`src/rtl/flit_rtr_pkg.sv`:
```
`timescale 1ns/1ps
// Shared encodings for the router input port.
// Assumes a 5-port mesh router (local plus four directions).
package flit_rtr_pkg;
    typedef enum logic [1:0] {
        FK_HEAD   = 2'b00,
        FK_BODY   = 2'b01,
        FK_TAIL   = 2'b10,
        FK_SINGLE = 2'b11
    } flit_kind_e;

    typedef enum logic [1:0] {
        LANE_IDLE  = 2'b00,
        LANE_ALLOC = 2'b01,
        LANE_FLOW  = 2'b10
    } lane_state_e;

    localparam int PORT_W    = 3;
    localparam int NUM_PORTS = 5;
    localparam logic [PORT_W-1:0] P_LOCAL = 3'd0;
    localparam logic [PORT_W-1:0] P_XPOS  = 3'd1;
    localparam logic [PORT_W-1:0] P_XNEG  = 3'd2;
    localparam logic [PORT_W-1:0] P_YPOS  = 3'd3;
    localparam logic [PORT_W-1:0] P_YNEG  = 3'd4;
endpackage

```
`src/rtl/xy_route.sv`:
```
`timescale 1ns/1ps
// Dimension-ordered route computation: resolve x first, then y.
// Assumes the destination is packed as {x, y}. Purely combinational.
module xy_route
    import flit_rtr_pkg::*;
#(
    parameter int X_W  = 2,
    parameter int Y_W  = 2,
    parameter int MY_X = 1,
    parameter int MY_Y = 1
) (
    input  logic [X_W+Y_W-1:0] dest,
    output logic [PORT_W-1:0]  port
);
    logic [X_W-1:0] dx;
    logic [Y_W-1:0] dy;
    assign dx = dest[X_W+Y_W-1 -: X_W];
    assign dy = dest[Y_W-1:0];

    // Pick the output port from the coordinate comparison.
    always_comb begin
        if (dx > X_W'(MY_X))      port = P_XPOS;
        else if (dx < X_W'(MY_X)) port = P_XNEG;
        else if (dy > Y_W'(MY_Y)) port = P_YPOS;
        else if (dy < Y_W'(MY_Y)) port = P_YNEG;
        else                      port = P_LOCAL;
    end
endmodule

```
`src/rtl/ovc_table.sv`:
```
`timescale 1ns/1ps
// Output-VC ownership table and allocator for one input port.
// Serves the lowest-numbered requesting lane, handing it the lowest free
// VC of its port. Assumes at most one release per cycle.
module ovc_table
    import flit_rtr_pkg::*;
#(
    parameter int NUM_VC  = 2,
    parameter int OUT_VCS = 2,
    parameter int OVC_W   = 1
) (
    input  logic              clk,
    input  logic              rst_n,
    input  logic [NUM_VC-1:0] va_req,
    input  logic [PORT_W-1:0] va_port [NUM_VC],
    output logic [NUM_VC-1:0] va_gnt,
    output logic [OVC_W-1:0]  va_vc,
    input  logic              rel_en,
    input  logic [PORT_W-1:0] rel_port,
    input  logic [OVC_W-1:0]  rel_vc
);
    logic [OUT_VCS-1:0] busy [NUM_PORTS];
    logic               alloc_en;
    logic [PORT_W-1:0]  alloc_port;
    logic               lane_seen;

    // Pick the first requesting lane and the first free VC on its port.
    always_comb begin
        va_gnt     = '0;
        va_vc      = '0;
        alloc_en   = 1'b0;
        alloc_port = '0;
        lane_seen  = 1'b0;
        for (int v = 0; v < NUM_VC; v++) begin
            if (!lane_seen && va_req[v]) begin
                lane_seen  = 1'b1;
                alloc_port = va_port[v];
                for (int o = 0; o < OUT_VCS; o++) begin
                    if (!alloc_en && (int'(va_port[v]) < NUM_PORTS)
                        && !busy[va_port[v]][o]) begin
                        alloc_en  = 1'b1;
                        va_vc     = OVC_W'(o);
                        va_gnt[v] = 1'b1;
                    end
                end
            end
        end
    end

    // Record allocations and clear VCs released by a departing tail.
    always_ff @(posedge clk) begin
        if (!rst_n) begin
            for (int p = 0; p < NUM_PORTS; p++) busy[p] <= '0;
        end else begin
            for (int p = 0; p < NUM_PORTS; p++) begin
                for (int o = 0; o < OUT_VCS; o++) begin
                    if (rel_en && rel_port == PORT_W'(p) && rel_vc == OVC_W'(o))
                        busy[p][o] <= 1'b0;
                    else if (alloc_en && alloc_port == PORT_W'(p) && va_vc == OVC_W'(o))
                        busy[p][o] <= 1'b1;
                end
            end
        end
    end
endmodule

```
`src/rtl/fr_vc_lane.sv`:
```
`timescale 1ns/1ps
// One virtual-channel lane: flit queue plus per-packet route/VC state.
// A head or single flit at the front triggers route computation, then VC
// allocation; the lane then requests the switch for each front flit until
// the tail leaves. With an empty queue the incoming flit is the front and
// may leave without being stored. Assumes upstream honours credits.
module fr_vc_lane
    import flit_rtr_pkg::*;
#(
    parameter int DEPTH  = 4,
    parameter int FLIT_W = 22,
    parameter int OVC_W  = 1
) (
    input  logic              clk,
    input  logic              rst_n,
    input  logic              wr_en,
    input  logic [FLIT_W-1:0] wr_flit,
    output logic [FLIT_W-1:0] front_flit,
    input  logic [PORT_W-1:0] rc_port,
    output logic              va_req,
    output logic [PORT_W-1:0] route,
    input  logic              va_gnt,
    input  logic [OVC_W-1:0]  va_vc,
    output logic [OVC_W-1:0]  ovc,
    output logic              sw_req,
    input  logic              sw_gnt,
    output logic              leave
);
    localparam int PTR_W = (DEPTH > 1) ? $clog2(DEPTH) : 1;
    localparam int CNT_W = $clog2(DEPTH + 1);

    logic [FLIT_W-1:0] mem [DEPTH];
    logic [PTR_W-1:0]  rd_ptr, wr_ptr;
    logic [CNT_W-1:0]  cnt;
    lane_state_e       st;
    logic              empty, front_valid, bypass, do_write, do_read;
    flit_kind_e        kind;

    function automatic logic [PTR_W-1:0] bump(input logic [PTR_W-1:0] p);
        return (p == PTR_W'(DEPTH - 1)) ? '0 : p + 1'b1;
    endfunction

    // Front of the lane: stored flit, or the arriving one when empty.
    always_comb begin
        empty       = (cnt == '0);
        front_valid = !empty || wr_en;
        front_flit  = empty ? wr_flit : mem[rd_ptr];
        kind        = flit_kind_e'(front_flit[FLIT_W-1 -: 2]);
        va_req      = (st == LANE_ALLOC);
        sw_req      = (st == LANE_FLOW) && front_valid;
        leave       = sw_req && sw_gnt;
        bypass      = leave && empty;
        do_write    = wr_en && !bypass;
        do_read     = leave && !empty;
    end

    // Queue storage write; no reset needed on data.
    always_ff @(posedge clk) begin
        if (do_write) mem[wr_ptr] <= wr_flit;
    end

    // Queue pointers and occupancy.
    always_ff @(posedge clk) begin
        if (!rst_n) begin
            rd_ptr <= '0;
            wr_ptr <= '0;
            cnt    <= '0;
        end else begin
            if (do_write) wr_ptr <= bump(wr_ptr);
            if (do_read)  rd_ptr <= bump(rd_ptr);
            cnt <= cnt + CNT_W'(do_write) - CNT_W'(do_read);
        end
    end

    // Packet state: route step, VC step, then streaming until the tail.
    always_ff @(posedge clk) begin
        if (!rst_n) begin
            st    <= LANE_IDLE;
            route <= '0;
            ovc   <= '0;
        end else begin
            unique case (st)
                LANE_IDLE: if (front_valid && (kind == FK_HEAD || kind == FK_SINGLE)) begin
                    route <= rc_port;
                    st    <= LANE_ALLOC;
                end
                LANE_ALLOC: if (va_gnt) begin
                    ovc <= va_vc;
                    st  <= LANE_FLOW;
                end
                LANE_FLOW: if (leave && (kind == FK_TAIL || kind == FK_SINGLE))
                    st <= LANE_IDLE;
                default: st <= LANE_IDLE;
            endcase
        end
    end
endmodule

```
`src/rtl/router_input_port.sv`:
```
`timescale 1ns/1ps
// Router input port: NUM_VC lanes, each with its own route unit, a shared
// output-VC table, and the switch-traversal register. Assumes the external
// switch allocator grants at most one requesting lane per cycle.
module router_input_port
    import flit_rtr_pkg::*;
#(
    parameter int NUM_VC  = 2,
    parameter int DEPTH   = 4,
    parameter int DATA_W  = 16,
    parameter int X_W     = 2,
    parameter int Y_W     = 2,
    parameter int MY_X    = 1,
    parameter int MY_Y    = 1,
    parameter int OUT_VCS = 2,
    localparam int DEST_W = X_W + Y_W,
    localparam int VC_W   = (NUM_VC > 1) ? $clog2(NUM_VC) : 1,
    localparam int OVC_W  = (OUT_VCS > 1) ? $clog2(OUT_VCS) : 1
) (
    input  logic                     clk,
    input  logic                     rst_n,
    input  logic                     in_valid,
    input  logic [VC_W-1:0]          in_vc,
    input  logic [1:0]               in_kind,
    input  logic [DEST_W-1:0]        in_dest,
    input  logic [DATA_W-1:0]        in_data,
    output logic [NUM_VC-1:0]        sw_req,
    output logic [NUM_VC*PORT_W-1:0] sw_port,
    input  logic [NUM_VC-1:0]        sw_gnt,
    output logic [NUM_VC-1:0]        credit_out,
    output logic                     out_valid,
    output logic [PORT_W-1:0]        out_port,
    output logic [OVC_W-1:0]         out_vc,
    output logic [1:0]               out_kind,
    output logic [DEST_W-1:0]        out_dest,
    output logic [DATA_W-1:0]        out_data
);
    localparam int FLIT_W = 2 + DEST_W + DATA_W;

    logic [FLIT_W-1:0] in_flit;
    logic [FLIT_W-1:0] lane_front [NUM_VC];
    logic [PORT_W-1:0] lane_rc    [NUM_VC];
    logic [PORT_W-1:0] lane_route [NUM_VC];
    logic [OVC_W-1:0]  lane_ovc   [NUM_VC];
    logic [NUM_VC-1:0] lane_va_req, lane_va_gnt, lane_leave;
    logic [OVC_W-1:0]  va_vc;
    logic [FLIT_W-1:0] sel_flit;
    logic [PORT_W-1:0] sel_port;
    logic [OVC_W-1:0]  sel_vc;
    logic              rel_en;

    assign in_flit    = {in_kind, in_dest, in_data};
    assign credit_out = lane_leave;

    for (genvar g = 0; g < NUM_VC; g++) begin : g_lane
        fr_vc_lane #(.DEPTH(DEPTH), .FLIT_W(FLIT_W), .OVC_W(OVC_W)) i_lane (
            .clk        (clk),
            .rst_n      (rst_n),
            .wr_en      (in_valid && (in_vc == VC_W'(g))),
            .wr_flit    (in_flit),
            .front_flit (lane_front[g]),
            .rc_port    (lane_rc[g]),
            .va_req     (lane_va_req[g]),
            .route      (lane_route[g]),
            .va_gnt     (lane_va_gnt[g]),
            .va_vc      (va_vc),
            .ovc        (lane_ovc[g]),
            .sw_req     (sw_req[g]),
            .sw_gnt     (sw_gnt[g]),
            .leave      (lane_leave[g])
        );
        xy_route #(.X_W(X_W), .Y_W(Y_W), .MY_X(MY_X), .MY_Y(MY_Y)) i_rc (
            .dest (lane_front[g][DEST_W+DATA_W-1 -: DEST_W]),
            .port (lane_rc[g])
        );
        assign sw_port[g*PORT_W +: PORT_W] = lane_route[g];
    end

    ovc_table #(.NUM_VC(NUM_VC), .OUT_VCS(OUT_VCS), .OVC_W(OVC_W)) i_ovc (
        .clk      (clk),
        .rst_n    (rst_n),
        .va_req   (lane_va_req),
        .va_port  (lane_route),
        .va_gnt   (lane_va_gnt),
        .va_vc    (va_vc),
        .rel_en   (rel_en),
        .rel_port (out_port),
        .rel_vc   (out_vc)
    );

    // Release the output VC as the packet's last flit traverses.
    assign rel_en = out_valid && (out_kind == FK_TAIL || out_kind == FK_SINGLE);

    // Select the flit of the granted lane.
    always_comb begin
        sel_flit = '0;
        sel_port = '0;
        sel_vc   = '0;
        for (int v = 0; v < NUM_VC; v++) begin
            if (lane_leave[v]) begin
                sel_flit = lane_front[v];
                sel_port = lane_route[v];
                sel_vc   = lane_ovc[v];
            end
        end
    end

    // Switch-traversal register.
    always_ff @(posedge clk) begin
        if (!rst_n) begin
            out_valid <= 1'b0;
            out_port  <= '0;
            out_vc    <= '0;
            out_kind  <= '0;
            out_dest  <= '0;
            out_data  <= '0;
        end else begin
            out_valid <= |lane_leave;
            if (|lane_leave) begin
                out_port <= sel_port;
                out_vc   <= sel_vc;
                {out_kind, out_dest, out_data} <= sel_flit;
            end
        end
    end
endmodule

```
`config.mk`:
```
export PLATFORM = sky130hd
export DESIGN_NAME = router_input_port
export DESIGN_NICKNAME = d
export VERILOG_FILES = /design/src/rtl/flit_rtr_pkg.sv /design/src/rtl/xy_route.sv /design/src/rtl/ovc_table.sv /design/src/rtl/fr_vc_lane.sv /design/src/rtl/router_input_port.sv
export SDC_FILE = /design/constraint.sdc
export NUM_CORES = 1
export LEC_CHECK = 0
export CAP_MARGIN = 20
export CORE_UTILIZATION = 63
export DETAILED_ROUTE_END_ITERATION = 6
export DONT_BUFFER_PORTS = 1
export PLACE_DENSITY = 0.81
export SYNTH_ARGS = -nofsm -noshare
export SYNTH_HDL_FRONTEND = slang
export SYNTH_SLANG_ARGS = --single-unit
```
`constraint.sdc`:
```
create_clock -name clk -period 3.29 [get_ports clk]
set_input_delay 0.329 -clock clk [delete_from_list [all_inputs] [get_ports clk]]
set_output_delay 0.329 -clock clk [all_outputs]
set_load 0.01 [all_outputs]
```
Word-level counts from Yosys, hierarchy flattened
Memories as Yosys holds them, arrays and structs flattened. A register that Yosys moved wholly into a read port is not among the register bits.
Index checks and enable logic that the tools add are counted.
Word-level totals
  output and inout bits: 37
  memories kept: 3
  register bits after elaboration: 53
  word-level logic and storage cells: 331
  input port bits: 28
  RAM bits: 186
Operators by class
  $lt $le $gt $ge: 10
  add/sub/neg operators: 8
  bitwise logic cells: 23
  reduce and logical (&&, ||, !) cells: 89
  equality and inequality tests: 28
  mux-type cells: 152
Memory list
  g_lane[0].i_lane.mem: depth 4, bits a word 22, rd ports 1, clocked after Yosys merged registers in 1, write ports 1, line fr_vc_lane.sv:32  | logic [FLIT_W-1:0] mem [DEPTH];
  g_lane[1].i_lane.mem: depth 4, bits a word 22, rd ports 1, clocked after Yosys merged registers in 1, write ports 1, line fr_vc_lane.sv:32
  i_ovc.busy: depth 5, bits a word 2, rd ports 2, clocked after Yosys merged registers in 2, write ports 5, line ovc_table.sv:22  | logic [OUT_VCS-1:0] busy [NUM_PORTS];
Operators with widths (number)
  1-bit two-way mux: 116
  22-bit two-way mux: 4
  1-bit logical AND: 55
  3-bit two-way mux: 16
  2-bit two-way mux: 14
  2-bit == test, second input constant: 12
  1-bit bitwise OR: 20
  3-bit by 2-bit == test with 1-bit output, second input constant: 4
  1-bit zero test: 12
  3-bit zero test: 4
  2-bit case mux with 3 select lines: 2
  2-bit by 1-bit adder with 2-bit output, second input constant: 4
  2-bit by 1-bit > comparator with 1-bit output, second input constant: 4
  2-bit zero test: 4
  2-bit by 1-bit less-than comparator with 1-bit output, second input constant: 4
  2-bit inequality test, second input constant: 4
  2-bit AND reduction: 4
  1-bit logical OR: 7
  3-bit by 1-bit adder with 3-bit output: 2
  3-bit by 1-bit == test with 1-bit output, second input constant: 2
  3-bit == test, second input constant: 2
  3-bit less-than comparator, second input constant: 2
  3-bit AND reduction: 2
  3-bit by 1-bit subtractor with 3-bit output: 2
  other kinds (4): 8

Logic depth before layout (Yosys ltp)
Gate-level depths: netlist of the first run.
  word-level depth: 26
  mapped depth: 12
  gate-level depth less buffers: 10

Hierarchy
A second synthesis of the first run with hierarchy kept.
Unflattened totals
  cells, all modules: 667
  area total of the unflattened synthesis: 10941.7 um2
Modules (own cells, without submodules)
  fr_vc_lane: cells each 219, times used 2, area an instance 4249.1 um2, sequential area each 2942.8 um2
  router_input_port: cells each 120, times used 1, area an instance 1455.1 um2, sequential area each 540.5 um2
  ovc_table: cells each 101, times used 1, area an instance 924.6 um2, sequential area each 290.3 um2
  xy_route at g_lane[1].i_rc: cells each 4, times used 1, area an instance 32.5 um2, sequential area each 0.0 um2
  xy_route at g_lane[0].i_rc: cells each 4, times used 1, area an instance 31.3 um2, sequential area each 0.0 um2

Worst setup path after synthesis of the first run
Ideal clock, no wire load.
  path kind: register to register
  start: register (tool-made name)
  end: register (tool-made name)
  clock period less this slack: 2.507 ns
  cell stages (with the launch flop): 8
  library setup time: 0.063 ns
  required time: 3.227 ns
  data arrival time: 2.444 ns
  path slack: 0.783 ns
  buffers on the path: 1
  cells stage by stage: dfxtp_1 > buf_2 > mux4_2 > mux2_2 > ha_1 > nor4b_1 > and2_1 > a41o_1

Final worst setup path of the first run
  start: register g_lane[0].i_lane.cnt[1]
  end: output credit_out[0]
On the way
  longest elaborated chain between the ends: 5
RTL lines
  from (decl): line fr_vc_lane.sv:34  | logic [CNT_W-1:0] cnt;
  from (signal assigned): line fr_vc_lane.sv:71  | cnt <= cnt + CNT_W'(do_write) - CNT_W'(do_read);
  3-bit zero test: line fr_vc_lane.sv:45  | empty = (cnt == '0);
  1-bit zero test: line fr_vc_lane.sv:46  | front_valid = !empty || wr_en;
  1-bit logical OR: line fr_vc_lane.sv:46
  1-bit logical AND: line fr_vc_lane.sv:50  | sw_req = (st == LANE_FLOW) && front_valid;
  1-bit logical AND: line fr_vc_lane.sv:51  | leave = sw_req && sw_gnt;
  to (decl): line router_input_port.sv:30  | output logic [NUM_VC-1:0] credit_out,
Every way passes these cells.

==> run metrics, run 1 <==
outcome=completed; Leak Pwr=about 4 nW; first-pass GRT wire length=roughly 37000 um; Root Driver=clkbuf_16; Finished Core Util=about 72%; Slew Viols, Final=0; worst reg2reg path endpoint=g_lane[1].i_lane.route[0]$_SDFFE_PN0P_; Max-cap violations=0; number of synthesized flops with an enable pin=between 150 and 200; Seq. cell area=~0.0068 mm2; synth top area cells=edfxtp_1 (53%), dfxtp_1 (12%), mux4_2 (9.4%); GRT Util Overall=between 20% and 30%; Cell Area, Synth=0.0106 mm2; post-route cell area=~0.012 mm2; fin crit share=a little over four fifths; Syn Inst Count=732; # Post-CTS Setup Buffers=0; DRT Wirelength=23900 um; via-per-instance ratio=around 6.6; Worst setup EP type=output port; Worst EP required=approximately 3.0 ns; post-synth top area share=52.5%; critical path cell sequence=nor3_4 -> a21o_1 -> inv_2; post-cts resize count=0; #FFs+latches synth=249; P&R area growth vs syn=12.3%; final setup fails=0; Worst-Margin Slew=around 1.0 ns; via count=roughly 6600; slowest CP cell=nor3_4; dpl ws=between 0.6 and 0.7 ns; DRC Markers=0; hpwl dp=~15000 um; ANT cells=0; critical path startpoint category=flop; Synth warnings=0; Placement Cell Area=approximately 0.011 mm2; top_reg_cell synth=edfxtp_1; Final min period=about 2.7 ns; Die W=between 100 and 150 um; fmax=364 MHz; busiest grt layer=met2; nets=around 800; vias in the first global route=about 6700; Reg2Reg Setup Slack=around 0.55 ns; Routed Antenna Nets=0; fill count=997; largest net degree at the start of global routing=46; starting density of the core=around 64%; total CTS buffers=26; IO Count=between 60 and 70; ys async rst share=0%; DRT iter0 DRCs=about 600; sequential share of the synthesized area=between 60 and 70%; reg2reg path depth=8; row cnt=47; M1 GR Usage=34.8%; H-tree Lvls=1; Core Box Area=around 0.016 mm2; clk buf depth=3; clk slew on worst S/H paths=roughly 0.060 ns; CTS tree=yes; Die Height=between 100 and 150 um; number of port buffers=0; clk sinks=249; post-route worst setup slack=approximately 0.55 ns; grt met3 use=slightly below 6%; largest area contributor in the netlist=edfxtp_1; critical path type=flop to output port; initial antenna violation count=0; Worst Hold Path EP=out_data[6]$_SDFFE_PN0P_; final setup TNS=0 ns; Die ar.=between 0.015 and 0.02 mm2; crit path max fanout=45; largest stage delay on the critical path=0.56 ns; clk_skew=approximately 0.014 ns; Final Hold Viols=0; syn_area_per_cell=14.5 um2; Unique masters post-synth=60; share of cells above drive strength 1=17.0%; Worst Hold Class=input port to flop; unrepaired setup endpoints after global routing=no; DR pass1 iterations=5; area of the multi-input gates=around 0.0035 mm2; worst-skew pair later-pin latency=between 0.5 and 0.6 ns; Max VDD drop=roughly 630 uV; hold depth=2; hold wc startpoint=in_data[6]; routed length per instance=around 24 um; GR met2 Demand/Resource=48.3%; power consumption=roughly 0.0077 W; Slew headroom=~33%; Mapped Nets=approximately 800; total gr overflow=0; PwrDens=between 600 and 700 mW/mm2; routability cong.=between 0.9 and 1; WP data arrival=2.42 ns
==> where the power goes <==
group	switching (W)	internal, W
Sequential	0.000181	0.00355
Clock	0.00118	0.00167
Combinational	0.000691	0.000465
==> cell type report <==
type | count | share of cell area (%)
Clock inverter | 13 | 0.874
Clock buffer | 35 | 6.28
Timing Repair Buffer | 43 | 3.37
Tap cell | 220 | 2.32
Sequential cell | 249 | 57.5
Inverter | 19 | 0.600
Multi-Input combinational cell | 422 | 29.0
==> worst max-delay path by stage <==
stage | cells past startpoint | from | end
6_report | 3 | g_lane[0].i_lane.cnt[1]$_SDFF_PN0_ | credit_out[0]
4_1_cts | 8 | flop | flop
5_1_grt | 8 | flop | g_lane[1].i_lane.route[0]$_SDFFE_PN0P_
3_5_place_dp | 7 | g_lane[0].i_lane.cnt[1]$_SDFF_PN0_ | flop
3_3_place_gp | 8 | flop | flop
2_1_floorplan | 7 | flop | flop
==> sequential cells by signal, indices dropped and copies added (netlist names), named ones only <==
name / cells
out_kind: 2
out_port: 3
g_lane.i_lane.mem: 176
g_lane.i_lane.route: 6
g_lane.i_lane.wr_ptr: 4
out_data: 16
g_lane.i_lane.rd_ptr: 4
out_valid: 1
out_vc: 1
out_dest: 4
g_lane.i_lane.cnt: 6
g_lane.i_lane.ovc: 2
g_lane.i_lane.st: 4
i_ovc.busy: 10
==> kinds of logic (layout without fill, tap and decap cells) <==
family	Yosys count	after routing	synth area share [%]
multiplexers	82	82	13.1
AO/OA/AOI/OAI	124	124	7.99
XOR/XNOR	4	4	0.331
buffers and inverters	61	110	2.87
flip-flops	249	249	64.6
adder cells (fa/ha/maj)	20	20	2.51
AND/OR/NAND/NOR	192	192	8.59
==> cell usage after synthesis, drive strengths merged (3+ instances only) <==
cell type	n
edfxtp	185
nand2	75
dfxtp	64
mux4	44
o21ai	41
nor2	38
buf	31
mux2i	30
o22ai	22
nand3	20
inv	19
ha	18
a21oi	14
and2	13
nor3	12
clkbuf	11
nand2b	10
o21bai	9
mux2	8
nor2b	6
o211ai	5
a311oi	4
a31oi	4
or2	4
a21o	3
a31o	3
nand3b	3
nand4b	3
o32ai	3
or3	3
==> timing repair <==
item | 4_1_cts | 5_1_grt
hold buffers | 23 | 0
hold endpoints to repair | 187 | 0
setup endpoints to repair | 0 | 0
==> critical path, delay by kind of cell (launching register included) <==
family | cells | cell delay (ns)
AND/OR/NAND/NOR | 1 | 0.56
AO/OA/AOI/OAI | 1 | 0.47
buffers and inverters | 1 | 0.46
flip-flops | 1 | 0.37
==> cells in the final DEF, fill, tap and decap left out, drive strengths merged, types with 3 or more instances in the layout <==
cell type	netlist	final
mux2i	30	30
ha	18	18
o21bai	9	9
nor3	12	12
a311oi	4	4
mux2	8	8
dfxtp	64	64
mux4	44	44
a21o	3	3
o22ai	22	22
edfxtp	185	185
inv	19	19
nand2b	10	10
nand3	20	20
clkinv	0	12
a31oi	4	4
a31o	3	3
or2	4	4
nor2	38	38
and2	13	13
o32ai	3	3
clkbuf	11	35
o21ai	41	41
nor2b	6	6
dlygate4sd3	0	23
or3	3	3
nand3b	3	3
o211ai	5	5
a21oi	14	14
buf	31	20
nand2	75	75
nand4b	3	3
==> stage by stage <==
step,hold slack (ns),cells
6_report,0.0108,1001
5_1_grt,0.0174,1001
4_1_cts,0.00127,1000
3_5_place_dp,0.428,929
3_3_place_gp,0.428,929
2_1_floorplan,0.428,732
==> routing by layer <==
| layer | vias to the layer above | wire, um | part of all wire (%) |
|---|---|---|---|
| met5 | - | 0 | 0 |
| met4 | 0 | 884 | 3.7 |
| met3 | 76 | 2070 | 8.6 |
| li1 | 2844 | - | - |
| met2 | 346 | 12200 | 51 |
| met1 | 3300 | 8780 | 37 |
(Power assumes the default switching activity.)
==> run 2, diff against run 1 <==
Settings changed: ABC_AREA from default to 1.
Clock period 3.29 ns to 2.6 ns, I/O delays scaled along.
==> run metrics, run 2 <==
clk sinks=~250; GRT Util Overall=29.2%; outcome=completed; Die ar.=around 0.017 mm2; internal power=slightly above 0.007 W; nets=between 1000 and 1500; critical path type=flop to flop; final setup fails=0; Cell Area, Synth=about 0.011 mm2; number of synthesized flops with an enable pin=between 150 and 200; share of cells above drive strength 1=between 10% and 20%; DRT iter0 DRCs=~940; Worst setup EP type=flop; Largest regs=g_lane.i_lane.mem (176), out_data (16), i_ovc.busy (10); most common library cells after synthesis=edfxtp_1 (185), nand2_1 (180), nor2_1 (97); synth top area cells=edfxtp_1 (52%), dfxtp_1 (12%), nand2_1 (6.3%); Synth warnings=0; Unique masters post-synth=44; H-tree Lvls=1; Root Driver=clkbuf_16; most frequent cell after synthesis=edfxtp_1; switching share of power=between 20% and 30%; Final Hold Viols=0; via-per-instance ratio=between 6 and 7; hpwl dp=between 15000 and 20000 um; critical path startpoint category=flop; DR pass1 iterations=5; Worst-Margin Slew=0.900 ns; power consumption=roughly 0.0097 W; top_reg_cell synth=edfxtp_1; sequential share of the synthesized area=approximately 64%; clk_skew=about 0.012 ns; starting density of the core=approximately 64%; Die W=132 um; Placement Cell Area=~0.011 mm2; Top delay family on crit path=adder cells; worst-skew pair later-pin latency=between 0.5 and 0.6 ns; fin crit share=between 90% and 100%; Finished Core Util=74.1%; WP data arrival=between 2 and 3 ns; Routed Antenna Nets=0; Die Height=between 100 and 150 um; largest net degree at the start of global routing=39; total CTS buffers=24; routability cong.=0.858; row cnt=between 40 and 50; NetSw=about 0.0025 W; Core Box Area=around 0.017 mm2; final setup TNS=0 ns; # Post-CTS Setup Buffers=0; DRC Markers=0; PwrDens=~790 mW/mm2; via count=7766; worst path buffer plus inverter count=3; Slew headroom=39.8%; largest stage delay on the critical path=around 0.42 ns; IO Count=65; post-route cell area=roughly 0.012 mm2; clock network power share=between 30% and 40%; Leak Pwr=between 4 and 5 nW; total gr overflow=0; Final min period=between 2 and 3 ns; initial antenna violation count=0; max FFs per register=176; Max VDD drop=~660 uV; slowest CP cell=fa_1; Max-cap violations=0; sequential power share=~48%; first-pass GRT wire length=roughly 40000 um; post-synth top area share=a little over half; ys async rst share=0%; Worst Hold Class=input port to flop; P&R area growth vs syn=15.2%; clk slew on worst S/H paths=about 0.060 ns; combinational cell fraction of total power=~14%; Biggest register=g_lane.i_lane.mem; Reg2Reg Setup Slack=about 0.07 ns; number of port buffers=0; commonest non-fill, non-tap cell in the layout=edfxtp_1; Mapped Nets=~1000; largest area contributor in the netlist=edfxtp_1; fill count=between 1000 and 1500; fmax=between 300 and 400 MHz; crit path max fanout=7; CTS tree=yes; Slew Viols, Final=0; clk buf depth=3; #FFs+latches synth=249; critical path cell sequence=nor3_4 -> nand2_1 -> nand2_2 -> nor2_4 -> nand2_2 -> inv_2 -> ha_1 -> inv_1 -> ha_1 -> inv_1 -> fa_1 -> xor2_2 -> o21ai_1 -> a21oi_1; DRT Wirelength=approximately 25000 um; vias in the first global route=7443; Syn Inst Count=989; Worst EP required=approximately 3 ns; routed length per instance=around 20 um; syn_area_per_cell=around 11 um2; unrepaired setup endpoints after global routing=yes; commonest cells after routing, fill and taps aside=edfxtp_1 (185), nand2_1 (178), nor2_1 (87)
==> run 2: area by class of cell <==
cell class | instances | area (um2) | share of cell area (%)
repair buffers | 71 | 673 | 5.48
flip-flops and latches | 249 | 6840 | 55.7
clock inverters | 10 | 175 | 1.43
well taps | 220 | 275 | 2.24
diodes | 1 | 2.50 | 0.0204
inverters | 82 | 310 | 2.52
clock buffers | 34 | 679 | 5.53
multi-input cells | 608 | 3330 | 27.1
==> run 2: metrics by stage <==
| stage | hold slack (ns) | std cells | setup slack, ns |
|---|---|---|---|
| floorplan | 0.359 | 989 | 0.127 |
| global placement | 0.359 | 1198 | 0.0692 |
| detailed placement | 0.359 | 1198 | -0.00768 |
| CTS | 0.000281 | 1274 | 0.00386 |
| global route | 0.0431 | 1274 | -0.0458 |
| finish | 0.0106 | 1275 | 0.0703 |
==> run 2: power by group through the flow <==
stage,Clock [W],Sequential [W],Combinational (W)
2_1_floorplan,0,0.00467,0.000946
3_3_place_gp,0,0.00471,0.00119
3_5_place_dp,0,0.00472,0.00121
4_1_cts,0.00376,0.00463,0.00132
5_1_grt,0.00390,0.00466,0.00149
6_report,0.00374,0.00464,0.00136
==> run 2: worst paths after layout <==
check,start,to,depth (start not counted)
max,g_lane[1].i_lane.cnt[1]$_SDFF_PN0_,g_lane[1].i_lane.cnt[2]$_SDFF_PN0_,14
min,in_data[11],out_data[11]$_SDFFE_PN0P_,2
max reg2reg,g_lane[1].i_lane.cnt[1]$_SDFF_PN0_,g_lane[1].i_lane.cnt[2]$_SDFF_PN0_,14
min reg2reg,g_lane[1].i_lane.ovc$_SDFFE_PN0P_,g_lane[1].i_lane.ovc$_SDFFE_PN0P_,2
==> run 2: metal layers <==
layer,up-vias,track usage [%],routed length (um)
met2,416,48.2,12100
met5,-,0,0
met4,0,10.1,715
met3,76,6.65,2660
li1,3618,-,-
met1,3656,38.3,9890
==> run 2: kinds of logic (layout without fill, tap and decap cells) <==
kind of cell,after synthesis,after routing,synth area share (%)
AO/OA/AOI/OAI,229,229,13.4
XOR/XNOR,2,2,0.164
adder cells (fa/ha/maj),20,20,2.49
buffers and inverters,133,197,5.30
flip-flops,249,249,64.1
other,0,1,0
AND/OR/NAND/NOR,356,357,14.6
==> run 2: timing repair <==
item	CTS	global route
hold buffers	31	0
gates cloned	1	0
endpoints found under the hold margin	215	0
pin swaps	1	4
gates resized for setup	0	16
endpoints found under the setup margin	1	9
==> run 2: worst register-to-register path: cells and delay by family, from the launching register on <==
family          cells  cell delay [ns]
simple gates        5             0.67
fa+ha+maj           3             0.85
xor+xnor            1             0.16
buf+inv             3             0.18
flops               1             0.36
compound gates      2             0.18
